===== config.mk =====
export PLATFORM = sky130hd
export DESIGN_NAME = ipc_flag_hub
export DESIGN_NICKNAME = d
export VERILOG_FILES = /design/src/rtl/ipc_pkg.sv /design/src/rtl/ipc_chan_dir.sv /design/src/rtl/ipc_side_port.sv /design/src/rtl/ipc_flag_hub.sv
export SDC_FILE = /design/constraint.sdc
export NUM_CORES = 1
export LEC_CHECK = 0
export ABC_AREA = 1
export BUFFER_PORTS_ARGS = -buffer_cell sky130_fd_sc_hd__buf_4
export CAP_MARGIN = 5
export CORE_ASPECT_RATIO = 0.75
export CORE_MARGIN = 5
export CORE_UTILIZATION = 48
export CTS_BUF_LIST = sky130_fd_sc_hd__clkbuf_4 sky130_fd_sc_hd__clkbuf_8
export DETAILED_ROUTE_END_ITERATION = 8
export HOLD_SLACK_MARGIN = 0.15
export PLACE_DENSITY = 0.68
export SLEW_MARGIN = 0
export SYNTH_ARGS = -nofsm -noshare
export SYNTH_HDL_FRONTEND = slang
export SYNTH_SLANG_ARGS = --single-unit
export TNS_END_PERCENT = 1

===== constraint.sdc =====
create_clock -name clk -period 2.75 [get_ports clk]
set_input_delay 0 -clock clk [delete_from_list [all_inputs] [get_ports clk]]
set_output_delay 0 -clock clk [all_outputs]
set_load 0.02 [all_outputs]

===== src/rtl/ipc_pkg.sv =====
package ipc_pkg;
  localparam int REG_AW = 4;

  typedef enum logic [REG_AW-1:0] {
    OFF_SET   = 4'd0,
    OFF_CLR   = 4'd1,
    OFF_FLG   = 4'd2,
    OFF_STS   = 4'd3,
    OFF_ACK   = 4'd4,
    OFF_CMD   = 4'd5,
    OFF_DADR  = 4'd6,
    OFF_RCMD  = 4'd7,
    OFF_RDADR = 4'd8
  } reg_off_e;
endpackage


===== src/rtl/ipc_chan_dir.sv =====
module ipc_chan_dir #(
  parameter int NCH  = 32,
  parameter int NIRQ = 4,
  parameter int DW   = 32
) (
  input  logic            clk,
  input  logic            rst,
  input  logic [NCH-1:0]  set_req,
  input  logic [NCH-1:0]  clr_req,
  input  logic [NCH-1:0]  ack_req,
  input  logic            cmd_we,
  input  logic            dadr_we,
  input  logic [DW-1:0]   wdata,
  output logic [NCH-1:0]  flag,
  output logic [NIRQ-1:0] irq,
  output logic [DW-1:0]   cmd,
  output logic [DW-1:0]   dadr
);
  // one flop per channel; a set outranks any release in the same cycle
  for (genvar ch = 0; ch < NCH; ch++) begin : g_ch
    always_ff @(posedge clk) begin
      if (rst)
        flag[ch] <= 1'b0;
      else if (set_req[ch])
        flag[ch] <= 1'b1;
      else if (clr_req[ch] || ack_req[ch])
        flag[ch] <= 1'b0;
    end
  end

  // level interrupts come straight from the channel flops
  for (genvar q = 0; q < NIRQ; q++) begin : g_irq
    assign irq[q] = flag[q];
  end

  always_ff @(posedge clk) begin
    if (rst) begin
      cmd  <= '0;
      dadr <= '0;
    end else begin
      if (cmd_we)  cmd  <= wdata;
      if (dadr_we) dadr <= wdata;
    end
  end
endmodule


===== src/rtl/ipc_side_port.sv =====
module ipc_side_port
  import ipc_pkg::*;
#(
  parameter int NCH = 32,
  parameter int DW  = 32
) (
  input  logic              clk,
  input  logic              rst,
  input  logic [REG_AW-1:0] addr,
  input  logic              we,
  input  logic [DW-1:0]     wdata,
  output logic [NCH-1:0]    set_req,
  output logic [NCH-1:0]    clr_req,
  output logic [NCH-1:0]    ack_req,
  output logic              cmd_we,
  output logic              dadr_we,
  input  logic [NCH-1:0]    out_flag,
  input  logic [NCH-1:0]    in_flag,
  input  logic [DW-1:0]     out_cmd,
  input  logic [DW-1:0]     out_dadr,
  input  logic [DW-1:0]     in_cmd,
  input  logic [DW-1:0]     in_dadr,
  output logic [DW-1:0]     rdata
);
  logic          live_we;
  logic [DW-1:0] out_flag_x;
  logic [DW-1:0] in_flag_x;
  logic [DW-1:0] rd_mux;

  assign live_we = we & ~rst;

  // write decode: strobes carry the written bits so zeros do nothing
  always_comb begin
    set_req = '0;
    clr_req = '0;
    ack_req = '0;
    cmd_we  = 1'b0;
    dadr_we = 1'b0;
    if (live_we) begin
      case (addr)
        OFF_SET:  set_req = wdata[NCH-1:0];
        OFF_CLR:  clr_req = wdata[NCH-1:0];
        OFF_ACK:  ack_req = wdata[NCH-1:0];
        OFF_CMD:  cmd_we  = 1'b1;
        OFF_DADR: dadr_we = 1'b1;
        default:  ;
      endcase
    end
  end

  always_comb begin
    out_flag_x = '0;
    in_flag_x  = '0;
    out_flag_x[NCH-1:0] = out_flag;
    in_flag_x[NCH-1:0]  = in_flag;
  end

  always_comb begin
    case (addr)
      OFF_FLG:   rd_mux = out_flag_x;
      OFF_STS:   rd_mux = in_flag_x;
      OFF_CMD:   rd_mux = out_cmd;
      OFF_DADR:  rd_mux = out_dadr;
      OFF_RCMD:  rd_mux = in_cmd;
      OFF_RDADR: rd_mux = in_dadr;
      default:   rd_mux = '0;
    endcase
  end

  always_ff @(posedge clk) begin
    if (rst) rdata <= '0;
    else     rdata <= rd_mux;
  end
endmodule


===== src/rtl/ipc_flag_hub.sv =====
module ipc_flag_hub
  import ipc_pkg::*;
#(
  parameter int NCH  = 32,
  parameter int NIRQ = 4,
  parameter int DW   = 32
) (
  input  logic              clk,
  input  logic              rst,
  input  logic [REG_AW-1:0] a_addr,
  input  logic              a_we,
  input  logic [DW-1:0]     a_wdata,
  output logic [DW-1:0]     a_rdata,
  output logic [NIRQ-1:0]   a_irq,
  input  logic [REG_AW-1:0] b_addr,
  input  logic              b_we,
  input  logic [DW-1:0]     b_wdata,
  output logic [DW-1:0]     b_rdata,
  output logic [NIRQ-1:0]   b_irq
);
  // a2b: side A sends, side B receives; b2a mirrors it
  logic [NCH-1:0] a_set, a_clr, a_ack, b_set, b_clr, b_ack;
  logic           a_cmd_we, a_dadr_we, b_cmd_we, b_dadr_we;
  logic [NCH-1:0] a2b_flag, b2a_flag;
  logic [DW-1:0]  a2b_cmd, a2b_dadr, b2a_cmd, b2a_dadr;

  ipc_side_port #(.NCH(NCH), .DW(DW)) u_port_a (
    .clk(clk), .rst(rst), .addr(a_addr), .we(a_we), .wdata(a_wdata),
    .set_req(a_set), .clr_req(a_clr), .ack_req(a_ack),
    .cmd_we(a_cmd_we), .dadr_we(a_dadr_we),
    .out_flag(a2b_flag), .in_flag(b2a_flag),
    .out_cmd(a2b_cmd), .out_dadr(a2b_dadr),
    .in_cmd(b2a_cmd), .in_dadr(b2a_dadr),
    .rdata(a_rdata)
  );

  ipc_side_port #(.NCH(NCH), .DW(DW)) u_port_b (
    .clk(clk), .rst(rst), .addr(b_addr), .we(b_we), .wdata(b_wdata),
    .set_req(b_set), .clr_req(b_clr), .ack_req(b_ack),
    .cmd_we(b_cmd_we), .dadr_we(b_dadr_we),
    .out_flag(b2a_flag), .in_flag(a2b_flag),
    .out_cmd(b2a_cmd), .out_dadr(b2a_dadr),
    .in_cmd(a2b_cmd), .in_dadr(a2b_dadr),
    .rdata(b_rdata)
  );

  ipc_chan_dir #(.NCH(NCH), .NIRQ(NIRQ), .DW(DW)) u_a2b (
    .clk(clk), .rst(rst),
    .set_req(a_set), .clr_req(a_clr), .ack_req(b_ack),
    .cmd_we(a_cmd_we), .dadr_we(a_dadr_we), .wdata(a_wdata),
    .flag(a2b_flag), .irq(b_irq), .cmd(a2b_cmd), .dadr(a2b_dadr)
  );

  ipc_chan_dir #(.NCH(NCH), .NIRQ(NIRQ), .DW(DW)) u_b2a (
    .clk(clk), .rst(rst),
    .set_req(b_set), .clr_req(b_clr), .ack_req(a_ack),
    .cmd_we(b_cmd_we), .dadr_we(b_dadr_we), .wdata(b_wdata),
    .flag(b2a_flag), .irq(a_irq), .cmd(b2a_cmd), .dadr(b2a_dadr)
  );
endmodule


== After elaboration in Yosys (flattened, before gate mapping) ==
Cells that the tools add are included.

* Flip-flop bits (word level): 256
* Input bits: 76
* Output and inout bits: 72

* Eq/ne operators: 16
* Mux-type cells: 150
* Bitwise gates (word level): 3
* Reductions and logical operators: 130

{| class="wikitable"
|+ Operator list
! operator !! count
|-
| $mux 32 || 12
|-
| $pmux 32 s6 || 2
|-
| $mux 1 || 136
|-
| $reduce_bool 2->1 || 64
|-
| $logic_or 1x1->1 || 64
|-
| $eq 4x3->1 const B || 8
|-
| $eq 4x2->1 const B || 4
|-
| $eq 4x1->1 const B || 2
|-
| $eq 4x4->1 const B || 2
|-
| $logic_not 4->1 || 2
|-
| $and 1x1->1 || 2
|-
| $not 1->1 || 1
|}

== Depth between registers and ports, before layout ==
* Word-level depth: 6
* Gate-level depth with buffers: 8
* Gate-level depth less buffers: 7

== Modules after synthesis ==
Synthesis repeated with hierarchy kept, for this count alone.

* Cells, all modules: 2200
* Area, all modules: 14043.5 sq um

{| class="wikitable"
|+ By module, submodules not included
! module !! instances !! cells each !! area an instance (sq um) !! sequential area each (sq um)
|-
| ipc_chan_dir || 2 || 479 || 3826.2 || 1921.8
|-
| ipc_side_port || 2 || 621 || 3195.6 || 640.6
|}

== Least setup slack after synthesis ==
No wires, ideal clock.

* Path kind: in2reg
* Start point: input a_addr[1]
* End point: register u_a2b.flag[11]
* Library setup time: 132 ps
* Arrival time: 820 ps
* Required time: 2618 ps
* Setup slack: 1798 ps
* Stages: 7
* Buffers on the path: 1
* Cells stage by stage: inv_1 nand2_1 nor2_1 clkbuf_1 nand2_1 nand3_1 a21oi_1

* Cells in the longest elaborated chain, start to end: 5

{| class="wikitable"
|+ Ends and longest elaborated chain
! element !! RTL line !! text
|-
| start: declaration || ipc_flag_hub.sv:10 || <nowiki>input logic [REG_AW-1:0] a_addr,</nowiki>
|-
| $eq 4x1->1 || ipc_side_port.sv:40 || <nowiki>case (addr)</nowiki>
|-
| $mux 32 || ipc_side_port.sv:40 ||
|-
| $mux 32 || ipc_side_port.sv:39 || <nowiki>if (live_we) begin</nowiki>
|-
| $logic_or 1x1->1 || ipc_chan_dir.sv:26 || <nowiki>else if (clr_req[ch] || ack_req[ch])</nowiki>
|-
| $reduce_bool 2->1 (no line) || -- ||
|-
| end signal: indexed assignment || ipc_chan_dir.sv:23 || <nowiki>flag[ch] <= 1'b0;</nowiki>
|-
| end signal: indexed assignment || ipc_chan_dir.sv:25 || <nowiki>flag[ch] <= 1'b1;</nowiki>
|-
| end signal: indexed assignment || ipc_chan_dir.sv:27 || <nowiki>flag[ch] <= 1'b0;</nowiki>
|-
| end: declaration || ipc_chan_dir.sv:14 || <nowiki>output logic [NCH-1:0] flag,</nowiki>
|}

Several ways; a longest one is shown, not always the timed one.
A chain may end at the register's enable or synchronous reset.

== Final worst setup path ==
* Start point: input a_addr[1]
* End point: register u_a2b.cmd[16]

* Cells in the longest elaborated chain, start to end: 3

{| class="wikitable"
|+ Ends and longest elaborated chain
! element !! RTL line !! text
|-
| $eq 4x3->1 || ipc_side_port.sv:40 ||
|-
| $mux 1 || ipc_side_port.sv:40 ||
|-
| $mux 1 || ipc_side_port.sv:39 ||
|-
| end signal: assignment || ipc_chan_dir.sv:41 || <nowiki>if (cmd_we) cmd <= wdata;</nowiki>
|-
| end: declaration || ipc_chan_dir.sv:16 || <nowiki>output logic [DW-1:0] cmd,</nowiki>
|}

No other way between the ends.

==> flow_summary_export.csv <==
group,metric,value,unit
outcome,outcome,"finished clean",
clocking,cts_resized,0,
sta,finClkSkew,12.2,ps
clocking,postCtsSetupRepairBufs,0,
pwr,ir_drop,0.377,mV
floorplanning,core,26800,µm²
sta,min_period,2560,ps
setup_path,slowest_stage,"clkinv_1",
job,drv_cap,0,
finish,nNetsFinal,2293,
clocking,cts-htree-levels,2,
routing,drtIter0Drc,1661,
place,placement.io_buffers,147,
routing,detail-route-antenna-nets,0,
clocking,clk_latency,570,ps
routing,drc_errors,0,
sta,period_share,0.929,
min_path,min_path_type,"input port to flip-flop",
grt,grt_max_degree,166,
setup_path,worstPathArrival,3000,ps
clocking,cts_tree,"built",
floorplanning,start_util,0.485,
clocking,root_buffer,"clkbuf_8",
routing,post_drt_wl_per_cell,18.5,µm
synth,syn_avg_cell_area,6.29,µm²
finish,layout-drive-gt1-share,0.131,
place,dpl_cell_area,14200,µm²
sta,max-slew-margin-rel,0.393,
pwr,p_per_area,517,nW/µm²
synth,synthDistinctLibCells,16,
setup_path,critPathMaxFanout,31,
finish,area_delta_synth_final,22.6,%
pwr,leakage,6.58,nW
finish,stdcell_area,15900,µm²
finish,n_fill_cell,2605,
finish,diodes,0,
floorplanning,ios,148,
setup_path,crit_family,"buffers and inverters",
clocking,hold_buffers,81,
clocking,cts_buffer_depth,3,
grt,grt_pass1_wl,75100,µm
synth,synth_top_area_frac,0.394,
synth,syn_area,13000,µm²
clocking,path_clk_slew,60,ps
grt,grtUsageTotal,0.305,
setup_path,required,3200,ps
setup_path,critPathMaxStageDelay,660,ps
place,gp_congestion,0.835,
sta,tns,0,ps
clocking,cts_made_buffers,42,
clocking,numClockSinks,256,
synth,syn_inst,2066,
grt,gr-total-overflow,0,
setup_path,crit_path_cell_trace,"dlygate4sd3_1 > buf_4 > inv_1 > nand2_1 > clkinv_1 > nand3_2 > inv_2 > nand2_1 > a21oi_1 > dlygate4sd3_1",
synth,yosysTopAreaCell,"dfxtp_1",
synth,ys_top_cells_by_area,"dfxtp_1 (39%), nand2_1 (19%), nand3_1 (17%)",
grt,antenna_found_initial,1,
floorplanning,die_h,153,µm
sta,drv_slew,0,
sta,hold_viol_final,0,
floorplanning,fp-row-count,52,
synth,syn_nets,2142,
synth,ys_ff_latch,256,
routing,vias,14600,
setup_path,critical_path_class,"input port to flip-flop",
floorplanning,die_area,30500,µm²
sta,tightest_slew,910,ps
sta,rsz0062_at_grt,"no",
sta,fmax,0.391,GHz
finish,regArea,5120,µm²
routing,drt_first_pass_iters,5,
synth,synth-warning-count,0,
floorplanning,die_w,200,µm
grt,grt_pass1_vias,13800,
place,dp_hpwl,27400,µm
setup_path,crit_path_start_kind,"input port",
routing,wl,48000,µm
routing,detail_route.vias_per_cell,5.62,
sta,setup_viol,0,
finish,multi_input_area,6630,µm²
synth,yosysSeqAreaShare,0.394,
setup_path,endpoint_kind,"flip-flop",
setup_path,cp.buffers_inverters,6,
[sequential cells by signal (all words and copies together), names as in the netlist]
signal,cells
u_a2b.cmd,32
u_a2b.dadr,32
u_a2b.flag,32
u_b2a.cmd,32
u_b2a.dadr,32
u_b2a.flag,32
u_port_a.rdata,32
u_port_b.rdata,32
[cells in the final DEF, fill, tap and decap left out, drive strengths merged]
cell type	instances
a21oi	255
buf	186
bufinv	1
clkbuf	71
clkinv	3
dfxtp	256
dlygate4sd3	81
inv	145
nand2	650
nand3	453
nor2	145
o21ai	1
[synthesized netlist by cell type]
cell,number
a21oi_1,255
nand2_1,650
inv_2,13
nor2_4,2
nand3_1,449
buf_4,20
dfxtp_1,256
nor2_1,139
buf_1,9
buf_2,56
o21ai_0,1
clkbuf_1,75
inv_1,132
clkinv_1,1
nor2_2,4
nand3_2,4
[area by class of cell]
cell class / instances / area share
multi-input combinational: 1504 / 0.416
timing repair buffer: 267 / 0.142
clock buffer: 71 / 0.0562
sequential: 256 / 0.322
clock inverter: 3 / 0.00251
tap: 351 / 0.0276
inverter: 146 / 0.0344
[worst reg2reg max path, delay by kind of cell (launching register included)]
kind	cells	cell delay (ps)
AND/OR/NAND/NOR	1	70
flip-flops	1	370
buffers and inverters	1	550
AO/OA/AOI/OAI	1	140
[logic make-up (layout without fill, tap and decap cells)]
logic type,Yosys count,after routing,share of synthesized area
AOI/OAI and AO/OA,256,256,0.0986
DFF,256,256,0.394
buffers and inverters,306,487,0.0995
and+or+nand+nor,1248,1248,0.408
[metal layers]
metal	GRT usage	wire length [µm]	share of wire	up-vias
met5	0	13	0.00027	-
met4	0.0947	1300	0.027	2
met3	0.0654	5480	0.11	105
met2	0.462	20800	0.43	839
met1	0.435	20400	0.42	6692
li1	-	-	-	6968
[report_power, final]
part / switching, mW / internal (mW)
sequential: 0.0179 / 3.73
combinational: 0.550 / 0.234
clock: 1.57 / 2.13
total: 2.14 / 6.10
[final timing paths]
path / start / end / slack, ps / cells past startpoint
setup / recovery: a_addr[1] / u_a2b.cmd[16] / 190 / 10
hold / removal: a_we / u_a2b.cmd[25] / 180 / 7
setup reg to reg: u_a2b.cmd[16] / u_a2b.cmd[16] / 1570 / 3
hold reg to reg: u_a2b.dadr[25] / u_a2b.dadr[25] / 480 / 2
[per-stage QoR]
stage | power [mW] | utilization | instances | setup slack, ps | hold WS, ps
4_1_cts | 8.26 | 0.594 | 2598 | 307 | 156
6_report | 8.24 | 0.594 | 2598 | 194 | 176
5_1_grt | 8.50 | 0.594 | 2598 | 80.8 | 238
2_1_floorplan | 4.18 | - | 2066 | 1800 | 143
3_5_place_dp | 4.50 | 0.529 | 2443 | 771 | 281
3_3_place_gp | 4.50 | 0.529 | 2443 | 856 | 274
Note: power is estimated with default switching activity, not from simulation.
